<file path="src/rtl/dec_ctr_pkg.sv">
package dec_ctr_pkg;
  localparam int DIGIT_W = 4;
  typedef logic [DIGIT_W-1:0] digit_t;
  localparam digit_t DIGIT_TOP  = digit_t'(9);
  localparam digit_t DIGIT_ZERO = digit_t'(0);

  typedef enum logic [1:0] {
    OP_HOLD  = 2'd0,
    OP_COUNT = 2'd1,
    OP_LOAD  = 2'd2,
    OP_CLEAR = 2'd3
  } ctl_op_e;
endpackage

</file>
<file path="src/rtl/dec_rst_sync.sv">
module dec_rst_sync #(
  parameter int STAGES = 2
) (
  input  logic clk,
  input  logic rst_n,
  output logic rst_q_n
);
  localparam int LAST = STAGES - 1;

  logic [LAST:0] chain_q;

  generate
    if (STAGES < 2) begin : g_bad
      initial $error("dec_rst_sync needs at least two stages");
    end
  endgenerate

  always_ff @(posedge clk or negedge rst_n) begin
    if (!rst_n) begin
      chain_q <= '0;
    end else begin
      chain_q <= {chain_q[LAST-1:0], 1'b1};
    end
  end

  assign rst_q_n = chain_q[LAST];
endmodule

</file>
<file path="src/rtl/dec_next_state.sv">
module dec_next_state
  import dec_ctr_pkg::*;
(
  input  digit_t cur,
  input  logic   clr_n,
  input  logic   ld_n,
  input  logic   cnt_en,
  input  logic   carry_in,
  input  digit_t din,
  output digit_t nxt,
  output logic   upd_en
);
  ctl_op_e op;
  digit_t  succ;

  // control priority: clear, then preset, then count
  always_comb begin
    if (!clr_n) begin
      op = OP_CLEAR;
    end else if (!ld_n) begin
      op = OP_LOAD;
    end else if (cnt_en && carry_in) begin
      op = OP_COUNT;
    end else begin
      op = OP_HOLD;
    end
  end

  // successor including the recovery path for codes 10..15
  always_comb begin
    unique case (cur)
      DIGIT_TOP:   succ = DIGIT_ZERO;
      digit_t'(10): succ = digit_t'(11);
      digit_t'(11): succ = digit_t'(6);
      digit_t'(12): succ = digit_t'(13);
      digit_t'(13): succ = digit_t'(4);
      digit_t'(14): succ = digit_t'(15);
      digit_t'(15): succ = digit_t'(2);
      default:     succ = cur + digit_t'(1);
    endcase
  end

  always_comb begin
    upd_en = 1'b1;
    nxt    = cur;
    unique case (op)
      OP_CLEAR: nxt = DIGIT_ZERO;
      OP_LOAD:  nxt = din;
      OP_COUNT: nxt = succ;
      default: begin
        upd_en = 1'b0;
        nxt    = cur;
      end
    endcase
  end
endmodule

</file>
<file path="src/rtl/dec_carry.sv">
module dec_carry
  import dec_ctr_pkg::*;
(
  input  digit_t cur,
  input  logic   carry_in,
  output logic   carry_out
);
  logic at_top;

  assign at_top    = (cur == DIGIT_TOP);
  assign carry_out = carry_in & at_top;
endmodule

</file>
<file path="src/rtl/dec_counter.sv">
module dec_counter
  import dec_ctr_pkg::*;
#(
  parameter int RST_STAGES = 2
) (
  input  logic                clk,
  input  logic                rst_n,
  input  logic                clr_n,
  input  logic                ld_n,
  input  logic                cnt_en,
  input  logic                carry_in,
  input  logic [DIGIT_W-1:0]  din,
  output logic [DIGIT_W-1:0]  q,
  output logic                carry_out
);
  logic   rst_q_n;
  digit_t cnt_q;
  digit_t cnt_d;
  logic   cnt_upd;

  dec_rst_sync #(.STAGES(RST_STAGES)) u_rst (
    .clk     (clk),
    .rst_n   (rst_n),
    .rst_q_n (rst_q_n)
  );

  dec_next_state u_next (
    .cur      (cnt_q),
    .clr_n    (clr_n),
    .ld_n     (ld_n),
    .cnt_en   (cnt_en),
    .carry_in (carry_in),
    .din      (din),
    .nxt      (cnt_d),
    .upd_en   (cnt_upd)
  );

  // all four bits share one clock and one enable
  always_ff @(posedge clk or negedge rst_q_n) begin
    if (!rst_q_n) begin
      cnt_q <= DIGIT_ZERO;
    end else if (cnt_upd) begin
      cnt_q <= cnt_d;
    end
  end

  dec_carry u_carry (
    .cur       (cnt_q),
    .carry_in  (carry_in),
    .carry_out (carry_out)
  );

  assign q = cnt_q;
endmodule

</file>
<file path="config.mk">
export PLATFORM = sky130hd
export DESIGN_NAME = dec_counter
export DESIGN_NICKNAME = d
export VERILOG_FILES = /design/src/rtl/dec_ctr_pkg.sv /design/src/rtl/dec_rst_sync.sv /design/src/rtl/dec_next_state.sv /design/src/rtl/dec_carry.sv /design/src/rtl/dec_counter.sv
export SDC_FILE = /design/constraint.sdc
export NUM_CORES = 1
export LEC_CHECK = 0
export BUFFER_PORTS_ARGS = -buffer_cell sky130_fd_sc_hd__buf_2
export CAP_MARGIN = 10
export CORE_UTILIZATION = 31
export DETAILED_ROUTE_END_ITERATION = 6
export PLACE_DENSITY = 0.6
export SLEW_MARGIN = 20
export SYNTH_ARGS = -nofsm -noshare
export SYNTH_HDL_FRONTEND = slang
export SYNTH_HIERARCHICAL = 1
export SYNTH_SLANG_ARGS = --single-unit
export TNS_END_PERCENT = 1
</file>
<file path="constraint.sdc">
create_clock -name clk -period 0.9 [get_ports clk]
set_input_delay 0.045 -clock clk [delete_from_list [all_inputs] [get_ports clk]]
set_output_delay 0.045 -clock clk [all_outputs]
set_load 0.005 [all_outputs]
</file>
### Yosys cells after proc, flatten, opt, wreduce, memory -nomap -nowiden

Cells that the tools add are included.

| storage, ports and cells | value |
|---|---|
| register bits after elaboration | 6 |
| bits of input ports | 10 |
| logic and storage cells | 24 |

| cells by class | value |
|---|---|
| add/sub/neg operators | 1 |
| equality and inequality tests | 10 |
| mux-type cells | 6 |
| bitwise logic cells | 1 |
| reductions and logical operators | 4 |

Operators with widths:

| kind | count |
|---|---|
| 4-bit equality test (second input constant) | 7 |
| 4-bit one-hot mux with 7 select lines | 1 |
| 4-bit one-hot mux with 3 select lines | 1 |
| 4-bit by 1-bit adder with 4-bit output (second input constant) | 1 |
| 2-bit equality test (second input constant) | 2 |
| 2-bit two-way mux | 2 |
| 3-bit nonzero test | 1 |
| 3-bit OR reduction | 1 |
| 2-bit by 1-bit equality test with 1-bit output (second input constant) | 1 |
| 1-bit two-way mux | 2 |
| 2-bit AND reduction | 1 |
| 1-bit AND | 1 |
| 1-bit logical AND | 1 |

### Logic depth before layout (Yosys ltp)

Gate-level depths: netlist of run 1.

| depth | value |
|---|---|
| depth after elaboration | 8 |
| mapped depth | 7 |
| mapped depth without buffers | 7 |

### Modules after synthesis

Netlist of run 1, hierarchy kept.

By module, submodules not included:

| module | instances | cells each | area each (um2) |
|---|---|---|---|
| dec_next_state | 1 | 38 | 256.5 |
| dec_counter | 1 | 8 | 145.1 |
| dec_rst_sync | 1 | 3 | 53.8 |
| dec_carry | 1 | 2 | 12.5 |

### Worst setup path before layout of run 1

OpenSTA, ideal clock, no wires.

| path | value |
|---|---|
| path kind | reg2reg |
| start | reg cnt_q[0], in the netlist q[0] |
| end | reg cnt_q[0], in the netlist q[0] |
| setup time | 0.125 ns |
| arrival | 1.675 ns |
| required time | 0.775 ns |
| setup slack | -0.900 ns |
| stages on the path, launching flop included | 8 |
| buffers on the path | 0 |
| clock period less this slack | 1.800 ns |
| cells stage by stage | dfrtp_1 inv_1 ha_1 and2_4 nor4b_1 a211o_1 a21oi_2 mux2_2 |

| between the ends | value |
|---|---|
| longest elaborated chain between the ends | 3 |
| elaborated cells between the ends (all ways) | 10 |
| those cells by class | add/sub (1); eq/ne (7); mux (2) |

RTL lines:

| item | line | RTL |
|---|---|---|
| start, declared | dec_counter.sv:17 | `digit_t cnt_q;` |
| start signal, assigned | dec_counter.sv:43 | `cnt_q <= cnt_d;` |
| 4-bit by 1-bit adder with 4-bit output or 4-bit equality test (tied branches) | dec_next_state.sv:39, dec_next_state.sv:31 |  |
| 4-bit one-hot mux with 7 select lines * | dec_next_state.sv:31 | `unique case (cur)` |
| 4-bit one-hot mux with 3 select lines * | dec_next_state.sv:46 | `unique case (op)` |
| net cnt_d[0] | dec_counter.sv:18 | `digit_t cnt_d;` |

Mark *: on every way through the listed nets, which the timed path passes. The rest lies on a longest branch.
A chain may end at the register's enable or synchronous reset.

### Final worst setup path of run 1

| path | value |
|---|---|
| start | reg cnt_q[1], in the netlist q[1] |
| end | reg cnt_q[0], in the netlist q[0] |

| between the ends | value |
|---|---|
| longest elaborated chain between the ends | 3 |
| elaborated cells between the ends (all ways) | 9 |
| those cells by class | eq/ne (7); mux (2) |

RTL lines:

| item | line |
|---|---|
| 4-bit equality test | dec_next_state.sv:31 |
| 4-bit one-hot mux with 7 select lines * | dec_next_state.sv:31 |
| 4-bit one-hot mux with 3 select lines * | dec_next_state.sv:46 |
| net cnt_d[0] | dec_counter.sv:18 |

Marked as above.

==> impl_summary.md, run 1 <==
Status
The flow ran to the end, but the final reports show violations. The final reports fail on setup timing.

Synthesis
The distinct cell type count after synthesis is 25. The most used flip-flop cell after synthesis is sky130_fd_sc_hd__dfrtp_1. Counting flops with an async set or reset pin after synthesis yields a share of 100%. In this run the cell area of the synthesized design comes to 468 um^2.

The synthesized netlist cell count is 51. The synthesized netlist net count is 65. After synthesis, the most frequently instantiated cells are 6 x sky130_fd_sc_hd__dfrtp_1, 5 x sky130_fd_sc_hd__nor2_1, 4 x sky130_fd_sc_hd__ha_1, 4 x sky130_fd_sc_hd__mux2_2, 4 x sky130_fd_sc_hd__o21ai_0. The proportion of netlist area held by the largest area contributor is 32.1%. The share of the Yosys chip area taken by registers is 32.1%.

The number of flip-flops and latches in the synthesized netlist is 6. Ranked by total cell area, the synthesized netlist is headed by sky130_fd_sc_hd__dfrtp_1 32%, sky130_fd_sc_hd__ha_1 11%, sky130_fd_sc_hd__mux2_2 9.6%, sky130_fd_sc_hd__o21ai_0 4.3%, sky130_fd_sc_hd__nor2_1 4.0%. After synthesis, the mean cell area works out to 9.18 um^2. The cell taking the most area after synthesis is sky130_fd_sc_hd__dfrtp_1. The total of warnings raised by yosys is 6.

The cell with the most instances after synthesis is sky130_fd_sc_hd__dfrtp_1. Counting flops with a built-in enable in the synthesized netlist gives 0.

Worst setup path
The critical path in this run is classified as register to register. The kind of cell adding the most delay to the critical path is simple AND/OR/NAND/NOR gates. The critical path goes through inv_2, ha_4, and2_4, nor4b_4, a211o_1, a21oi_2, mux2_4.

In this design, the stage delay of the slowest critical-path cell is 400 ps. STA classifies the critical path startpoint as a register. The total buffers and inverters traversed by the critical path is 1. The slack of the worst reg-to-reg path is -780 ps. The critical path arrival is 1810 ps. The worst setup path is captured at a register. The required arrival time at the worst endpoint is 1030 ps.

The largest fanout of any net on the critical path is 4. The library cell contributing the largest single delay on the critical path is sky130_fd_sc_hd__dfrtp_2.

Clock network
CTS built an H-tree with a depth of 1. At the later pin of the worst-skew pair, clock insertion delay measures ~250 ps. The tree is rooted in a sky130_fd_sc_hd__clkbuf_4. The maximum buffer depth of the clock tree is 2. For this design, the sink count on the clock tree is 6. The CTS clock-pin slew for the worst setup and hold paths is 50 ps.

The number of buffers inserted during clock tree synthesis is 3. TritonCTS built the clock tree.

GRT
Entering global routing, the biggest net connects 9 pins. The wire length of the first global-routing pass is 2140 um. The global-route congestion overflow total is 0. The initial antenna violation count is 0. Global routing consumed, over all layers together, a little under 20% of the routing resources.

The via count of the first global-routing pass is 515.

STA
The post-route clock period utilization is 187%. The setup clock skew after layout is around 13 ps. The count of final max-slew check failures was 0. The post-layout worst setup margin is -782 ps. The fmax is slightly below 600 MHz. The number of hold violations in the final report came to 0. In the final timing run, aggregate negative setup slack is -4210 ps.

Setup violations remaining at the end of the flow were counted as 9. Setup repair after global routing could not meet its margin everywhere. The clock period minus worst slack is 1680 ps.

Cells and area
Of the cells placed in the final design, the portion with a size suffix greater than 1 is 64.0%. The antenna cell count is 0. The final instance count without filler cells is 101. From synthesis to final layout, the design area changed by 82.4%. The number of nets in the final layout is about 100.

Job
Across the run, the number of max-cap violations was 0.

Die
In this run the horizontal extent of the chip is 40.9 um. Pin placement for this block handled 15 I/O pins. The initial core utilization is 34.7%. In this run the vertical extent of the chip is just over 40 um. The die outline area is 1670 um^2. The number of rows in the core area is 13. The core outline area is 1350 um^2.

Routing
The routed design has 1380 um of wire. Summing over every cut layer, the via total after detailed routing is approximately 530. The via density per instance is 5.22.

The average wire per cell in the routed design is 13.7 um. For this block, the initial DRC count from the detailed router was 7. In this run the remaining antenna-violating nets after routing total 0.

The count of unresolved DRC violations after routing is 0. The pre-antenna-repair detailed-routing pass consisted of 4 iterations.

Placed design
The number of placed instances with taps included is 93. The post-detailed-placement half-perimeter wirelength is 918 um. The count of port buffers added during placement is 14. At the end of routability-driven placement, the weighted congestion stood at between 0.8 and 0.9.

Worst hold path
The tightest min-delay check is of the register to asynchronous set/reset pin type.

Pwr
The power per standard cell area is 1330 nW/um^2. IR analysis of the VDD net gives a maximum drop of 1.27 mV. The power after layout is 0.00114 W. The leakage power is 0.384 nW.
## flip-flops by register name, indices dropped and copies added (netlist names)
register and flops:
q 4, u_rst/chain_q 2
## per-stage QoR
step / hold WS (ps) / util, % / setup slack, ps / instance area, um^2
2_1_floorplan: -251 / - / -772 / 484
3_3_place_gp: -170 / 49.7 / -811 / 671
3_5_place_dp: -168 / 49.7 / -825 / 671
4_1_cts: 60.6 / 56.4 / -831 / 762
5_1_grt: 78.5 / 63.2 / -851 / 853
6_report: 59.9 / 63.2 / -782 / 853
## worst reg2reg max path: stages (launching register included)
cell and delay (ps):
sky130_fd_sc_hd__dfrtp_2 400, sky130_fd_sc_hd__inv_2 80, sky130_fd_sc_hd__ha_4 170, sky130_fd_sc_hd__and2_4 160
sky130_fd_sc_hd__nor4b_4 290, sky130_fd_sc_hd__a211o_1 160, sky130_fd_sc_hd__a21oi_2 50, sky130_fd_sc_hd__mux2_4 260
## power by group
group	internal [W]	leakage (nW)	switching (W)
clock network	0.000168	0.0150	0.0000995
logic	0.000300	0.297	0.000229
registers	0.000300	0.0725	0.0000427
total	0.000767	0.384	0.000371
## per-layer routing
layer  wire length [um]  vias up  track usage (%)
met1                626      255             23.7
li1                   -      263                -
met3                 22        0             4.89
met5                  0        -                0
met4                  0        0             5.00
met2                734        9             34.4
## repair_timing
| item | in CTS | in global routing |
|---|---|---|
| buffers inserted | 1 | 2 |
| endpoints found under the hold margin | 2 | 0 |
| hold buffers | 1 | 0 |
| setup endpoints to repair | 9 | 9 |
| pin swaps | 6 | 6 |
| gates resized for setup | 11 | 14 |
## layout make-up
class / count / area (um^2)
Sequential cell: 6 / 153
Fill cell: 120 / 497
Clock buffer: 4 / 26.3
Tap cell: 15 / 18.8
Timing Repair Buffer: 31 / 238
Multi-Input combinational cell: 42 / 407
Inverter: 3 / 11.3
## logic make-up (layout without fill, tap and decap cells)
| group | after synthesis | in the layout | share of synthesized area [%] |
|---|---|---|---|
| multiplexers | 4 | 4 | 9.62 |
| AO/OA/AOI/OAI | 18 | 18 | 26.2 |
| buffers and inverters | 3 | 38 | 2.41 |
| XOR/XNOR | 1 | 1 | 1.87 |
| adder cells (fa/ha/maj) | 4 | 4 | 10.7 |
| other | 1 | 1 | 0.801 |
| AND/OR/NAND/NOR | 14 | 14 | 16.3 |
| flip-flops | 6 | 6 | 32.1 |
## cell usage in the layout (no fill, tap or decap), drive strengths merged, types with 2 or more instances in the layout
cell type	n
a211o	2
a21oi	5
a31oi	2
buf	30
clkbuf	4
dfrtp	6
ha	4
inv	3
mux2	4
nand3	2
nor2	5
o21ai	4
## path summary, 6_finish.rpt
path | to | startpoint | depth (start not counted)
worst max-delay path | q[0]$_DFFE_PN0P_ | q[1]$_DFFE_PN0P_ | 7
worst min-delay path | q[1]$_DFFE_PN0P_ | u_rst/chain_q[1]$_DFF_PN0_ | 0
worst max register to register | q[0]$_DFFE_PN0P_ | q[1]$_DFFE_PN0P_ | 7
worst min register to register | q[1]$_DFFE_PN0P_ | u_rst/chain_q[1]$_DFF_PN0_ | 0
max in group asynchronous | q[3]$_DFFE_PN0P_ | u_rst/chain_q[1]$_DFF_PN0_ | 0
min in group clk | q[1]$_DFFE_PN0P_ | din[1] | 4
Note: power is estimated with default switching activity, not from simulation.
==> run 2, diff against run 1 <==
- RECOVER_POWER: not set -> 50
==> run 2 against run 1 <==
  * Largest cell class unchanged
  * Clock power about the same
  * Combinational power is essentially flat
  * Count of clock-buffer cells in the layout unchanged
  * Clock skew hardly changed
  * Critical endpoint unchanged
  * Largest power group unchanged
  * Global-route usage stayed put
  * Worst hold slack unchanged
  * The run still ends with setup timing left
  * Flip-flop and latch count stayed put
==> impl_summary.md, run 2 (synthesis gave the netlist of run 1 again) <==
Routing
The met2 wirelength from detailed routing is about 730 um. In the routed design, unresolved DRC markers number 0. The average wire per cell in the routed design is ~14 um. The detailed-routing iteration count for the pre-antenna-repair pass is 4. Once detail routing completed, the nets flagged for antenna violations numbered 0. In the detailed route, the total length drawn on met3 is 22 um. After detailed routing, the number of vias per cell comes to 5.22. The highest layer touched by signal routing is met3. The total routed wire length on the met1 layer is 626 um. The first routing iteration left 7 violations. After detailed routing, the total wire length is 1380 um. The routed layout has 527 vias.

Worst setup path
The startpoint kind of the worst setup timing path is a register. The origin of the critical flop-to-flop path is q[1]$_DFFE_PN0P_. The signal on the critical path passes through inv_2, ha_4, and2_4, nor4b_4, a211o_1, a21oi_2, mux2_4. For the worst flop-to-flop path, the logic depth is 7. STA classifies the critical path endpoint as a register. The largest fanout of any net on the critical path is 4. The category of the critical setup timing path is register to register.

The critical path arrival is 1810 ps. The library cell contributing the largest single delay on the critical path is sky130_fd_sc_hd__dfrtp_2. The endpoint identified for the worst register-to-register timing path is q[0]$_DFFE_PN0P_. For the worst setup path, the data required time is about 1000 ps. In this run the register-to-register setup slack is -780 ps. On the worst path, the slowest cell contributes a delay of 400 ps.

Cells and area
The area growth from synthesis to layout is 82.1%. In the final layout, the share of cells above drive strength 1 is 62.8%. In the layout the commonest cells are 11 x sky130_fd_sc_hd__buf_4, 10 x sky130_fd_sc_hd__buf_2, 8 x sky130_fd_sc_hd__buf_6. The filler cells instantiated in the layout total 120. The most common cell after layout, fill and taps aside is sky130_fd_sc_hd__buf_4.

The register with the most flip-flops in the layout has 4 of them. The antenna cell count is 0. With fillers left out, the area of the finished cells amounts to 852 um^2.

After the last flow step, the layout net total stands at 101.

Placed design
The post-detailed-placement half-perimeter wirelength is approximately 920 um. During placement, the flow inserted port buffers numbering 14. At the end of routability-driven placement, the weighted congestion stood at 0.840. The placed instance area is about 670 um^2.

STA
The clock period minus worst slack is 1680 ps. The post-route clock period utilization is 187%. The count of final setup violators is 9.

Setup repair after global routing could not meet its margin everywhere. The number of hold violations in the final report is 0. Between clock sinks in the finished design, the worst skew comes to approximately 13 ps. The fmax is 595 MHz. The count of final max-slew check failures is 0. Once routing completed, OpenROAD measured the worst setup slack at -782 ps.

Worst hold path
The tightest min-delay check is of the register to asynchronous set/reset pin type.

Job
Max-cap violations in this run came to 0.

Pwr
The power per standard cell area is 1340 nW/um^2. The leakage power is 0.381 nW. The design draws roughly 0.0011 W. The worst-case IR drop observed on VDD is around 1.3 mV.

Die
The initialized floorplan defines 13 standard-cell rows. The initial utilization of the core area, before any placement, comes to 34.7%. The floorplan step defined a die boundary enclosing approximately 1700 um^2.

The die is 40.9 um wide. The vertical die dimension is about 41 um. In this run the count of I/O pins placed on the die edge is 15. The core outline area is 1350 um^2.

Clock network
In this run, CTS created clock tree buffers numbering 3. At the later pin of the worst-skew pair, clock insertion delay measures 250 ps. TritonCTS built the clock tree. In this run the clock root is driven by a sky130_fd_sc_hd__clkbuf_4. The CTS clock-pin slew for the worst setup and hold paths is 50 ps.

The clock passes through at most 2 buffers. CTS built an H-tree with a depth of 1. The number of clock sinks seen by CTS is 6.

GRT
The wire length of the first global-routing pass is 2140 um. Global routing consumed, over all layers together, 19.7% of the routing resources. For this run the aggregate overflow at the end of global routing stands at 0. The via count of the first global-routing pass is slightly above 500. Entering global routing, the biggest net connects 9 pins. The initial antenna violation count is 0.

Status
The final reports fail on setup timing. The flow ran to the end, but the final reports show violations.
==> run 2: cell count changes in the layout (fill, tap and decap cells not counted), sizes merged <==
cell / previous run / this run
buf: 30 / 29
clkbuf: 4 / 5
==> run 2: how the worst max path moves through the flow <==
stage	startpoint	endpoint	slack, ps
5_1_grt	q[0]$_DFFE_PN0P_	q[2]$_DFFE_PN0P_	-850
2_1_floorplan	q[0]$_DFFE_PN0P_	q[0]$_DFFE_PN0P_	-770
4_1_cts	q[1]$_DFFE_PN0P_	q[3]$_DFFE_PN0P_	-830
3_3_place_gp	q[0]$_DFFE_PN0P_	q[0]$_DFFE_PN0P_	-810
3_5_place_dp	q[0]$_DFFE_PN0P_	q[3]$_DFFE_PN0P_	-820
6_report	q[1]$_DFFE_PN0P_	q[0]$_DFFE_PN0P_	-780
==> run 2: repair_timing <==
item | CTS | global route
buffers inserted | 1 | 2
endpoints found under the setup margin | 9 | 9
hold buffers | 1 | 0
resized for setup | 11 | 14
pin swaps | 6 | 6
endpoints found under the hold margin | 2 | 0
==> run 2: metal layers <==
layer,GRT usage [%],vias to the layer above
li1,-,263
met1,23.7,255
met2,34.4,9
met3,4.89,0
met4,5.00,0
met5,0,-
==> run 2: worst max-delay path: cells and delay by family, from the launching register on <==
kind,cells,cell delay [ps]
AND/OR/NAND/NOR,2,450
buffers and inverters,1,80
multiplexers,1,260
AO/OA/AOI/OAI,2,210
flip-flops,1,400
adder cells (fa/ha/maj),1,170
==> run 2: power breakdown <==
part | leakage [nW] | total [W] | switching (W) | internal [W]
Sequential | 0.0725 | 0.000342 | 0.0000427 | 0.000300
Clock | 0.0150 | 0.000267 | 0.0000991 | 0.000168
Combinational | 0.294 | 0.000528 | 0.000229 | 0.000299
==> run 2: area by class of cell <==
cell class | instances | area [um^2] | area share (%)
Multi-Input combinational cell | 42 | 407 | 47.7
Timing Repair Buffer | 31 | 236 | 27.8
Sequential cell | 6 | 153 | 17.9
Clock buffer | 4 | 26.3 | 3.08
Tap cell | 15 | 18.8 | 2.20
Inverter | 3 | 11.3 | 1.32
==> run 2: stage by stage <==
step | setup TNS, ps | setup slack (ps) | hold slack (ps) | util [%] | cells
6_report | -4210 | -782 | 59.9 | 63.1 | 101
5_1_grt | -4720 | -851 | 78.5 | 63.1 | 101
4_1_cts | -4080 | -831 | 60.6 | 56.4 | 99
3_5_place_dp | -3180 | -825 | -168 | 49.7 | 93
3_3_place_gp | -3140 | -811 | -170 | 49.7 | 93
2_1_floorplan | -2800 | -772 | -251 | - | 51
==> run 3, diff against run 2 <==
- CORE_MARGIN: not set -> 2
- GPL_TIMING_DRIVEN: not set -> 0
==> run 3 against run 2 <==
  * Critical path type unchanged
  * Largest power group unchanged
  * Core utilization shrank 14 points
  * Non-clock buffer count decreased by 13
  * Count of clock-buffer cells in the layout down 1
  * The run still ends with setup timing left
==> impl_summary.md, run 3 (synthesis gave the netlist of run 1 again) <==
Cells and area
Across the whole layout, storage elements account for 155 um^2. The library cells used most frequently in the layout, excluding fill and tap cells, are 12 x sky130_fd_sc_hd__buf_2, 5 x sky130_fd_sc_hd__nor2_1, 4 x sky130_fd_sc_hd__dfrtp_2, 4 x sky130_fd_sc_hd__o21ai_0. The share of final-layout standard cells stronger than drive strength 1 is 55.6%. The number of nets in the final layout is 88.

The count of filler cells inserted in the layout is 152. The antenna cell count is 0. The library cell used most frequently in the layout, excluding fill and tap cells, is sky130_fd_sc_hd__buf_2. The summed area of non-filler cells in the final layout is 716 um^2. The share of the core filled with cells is between 40% and 50%.

The flip-flop count of the largest register after layout is 4. Compared with the post-synthesis result, the final layout area differs by 52.9%. The multi-input combinational cells in the finished layout cover a total of between 300 and 400 um^2.

Placed design
The placed instance area is ~570 um^2. The post-detailed-placement half-perimeter wirelength is 754 um. The count of port buffers added during placement is 14. Routability-driven placement finished with a final weighted congestion of 0.783.

GRT
The combined global-route utilization of all metal layers is ~14%. The via count of the first global-routing pass is 459. Entering global routing, the biggest net connects 11 pins. Global routing finished with a remaining overflow of 0. The wire length of the first global-routing pass is about 1900 um. The initial antenna violation count is 0.

Worst setup path
The startpoint kind of the worst setup timing path is a register. Data on the critical path is required at its endpoint by 1020 ps. The worst register-to-register path ends at q[3]$_DFFE_PN0P_. The number of cells on the worst reg-to-reg path is 5. The capturing element type of the critical path is a register. The critical path arrival is 1790 ps.

The startpoint identified for the worst register-to-register timing path is q[1]$_DFFE_PN0P_. Across all register-to-register paths, the minimum setup slack is -780 ps. Along the worst path, the maximum fanout reaches 5. The critical path in this run is classified as register to register.

STA
Setup violations remaining at the end of the flow were counted as 8. The setup total negative slack is -3370 ps. The setup clock skew after layout is 0.419 ps. Setup repair after global routing could not meet its margin everywhere. The post-layout worst setup margin is -776 ps.

In the finished design, the share of the clock period the worst path needs comes to 186%. The fmax is 597 MHz. The number of hold violations in the final report is 0. The clock period minus worst slack is 1680 ps. Final hold analysis gives a worst-case slack of 52.0 ps.

The count of final max-slew check failures is 0.

Die
Pin placement for this block handled 15 I/O pins. The vertical die dimension is 42.9 um. The core outline area is between 1000 and 1500 um^2. The initial core utilization is 32.2%. In this run the horizontal extent of the chip is between 40 and 50 um. After floorplanning, the core was divided into 14 placement rows. The floorplan step defined a die boundary enclosing 1840 um^2.

Pwr
The design internal power is 0.000657 W. The net load switching power is 0.000321 W. Of the total power, registers draw between 30% and 40%. The portion of total power attributed to the clock network is 24.3%.

The logic gate share of total power is 39.0%. The leakage power is 0.306 nW. The worst-case IR drop observed on VDD is roughly 0.80 mV. Net switching is approximately a third of the power. Dividing total power by cell area gives a power density of 1370 nW/um^2.

Clock network
The clock latency reported for the late side of the worst-skew pair is 240 ps. After clock tree synthesis, the clock-pin slew on the worst setup and hold paths is 40 ps. The clock passes through at most 2 buffers. Counting the buffers created by CTS gives 3.

The number of clock sinks seen by CTS is 6. In this run the clock root is driven by a sky130_fd_sc_hd__clkbuf_4. The number of H-tree levels is 1. The TritonCTS clock tree is yes.

Routing
Dividing the detail-routed via count by the number of cells gives 5.33. The final layout contains routed wiring with a total length of approximately 1100 um. Dividing the detail-routed wire length by the instance count gives 12.8 um. The detailed-routing iteration count for the pre-antenna-repair pass is 4. The detailed router's first-iteration violation count is 12. The detail route stage leaves a number of antenna-violating nets equal to 0. The via count is 469. For this run, design rule violations remaining after detail routing come to 0.

Status
The checks that failed: setup timing. The flow ran to the end, but the final reports show violations.

Worst hold path
The path class of the tightest hold or removal check is register to asynchronous set/reset pin.

Job
The tool flagged a number of max-cap violations equal to 0.
[run 3: final cells by class]
type                            instances  share of cell area, %
Inverter                                3                   1.92
Multi-Input combinational cell         42                   54.9
Tap cell                               16                   2.80
Timing Repair Buffer                   18                   15.6
Clock buffer                            3                   3.15
Sequential cell                         6                   21.7
[run 3: worst max-delay path, cell delays in order, from the launching register on]
cell and delay, ps:
sky130_fd_sc_hd__dfrtp_2 450, sky130_fd_sc_hd__ha_2 240, sky130_fd_sc_hd__o41ai_4 370, sky130_fd_sc_hd__a211o_1 180, sky130_fd_sc_hd__a21oi_2 50, sky130_fd_sc_hd__mux2_4 260
[run 3: repair_timing]
item / in CTS / in global routing
endpoints found under the setup margin: 8 / 9
hold endpoints to repair: 2 / 0
gates cloned: 0 / 0
gates resized for setup: 13 / 6
pin swaps: 9 / 2
setup buffers: 3 / 0
hold buffers: 1 / 0
[run 3: worst max path at each step]
stage | start | to | slack (ps) | cells past startpoint
2_1_floorplan | q[0]$_DFFE_PN0P_ | q[0]$_DFFE_PN0P_ | -770 | 6
3_3_place_gp | q[0]$_DFFE_PN0P_ | q[0]$_DFFE_PN0P_ | -870 | 6
3_5_place_dp | q[0]$_DFFE_PN0P_ | q[0]$_DFFE_PN0P_ | -880 | 7
4_1_cts | q[0]$_DFFE_PN0P_ | q[0]$_DFFE_PN0P_ | -810 | 7
5_1_grt | q[1]$_DFFE_PN0P_ | q[0]$_DFFE_PN0P_ | -830 | 5
6_report | q[1]$_DFFE_PN0P_ | q[3]$_DFFE_PN0P_ | -780 | 5
[run 3: power by group through the flow]
stage	sequential (W)	combinational (W)	clock, W
finish	0.000359	0.000381	0.000238
global route	0.000366	0.000421	0.000271
CTS	0.000350	0.000339	0.000256
detailed placement	0.000361	0.000240	0
global placement	0.000360	0.000238	0
floorplan	0.000349	0.000161	0
[run 3: metrics by stage]
| step | cells | total power [W] | setup WS (ps) |
|---|---|---|---|
| global placement | 81 | 0.000598 | -866 |
| floorplan | 51 | 0.000510 | -772 |
| CTS | 88 | 0.000946 | -809 |
| global route | 88 | 0.00106 | -830 |
| detailed placement | 81 | 0.000601 | -883 |
| finish | 88 | 0.000978 | -776 |
[run 3: per-layer routing]
metal  part of all wire (%)  GRT usage [%]  up-vias
li1                       -              -      233
met4                      0           9.38        0
met2                     56           24.5        8
met1                     42           15.8      228
met3                    2.2           2.55        0
met5                      0              0        -
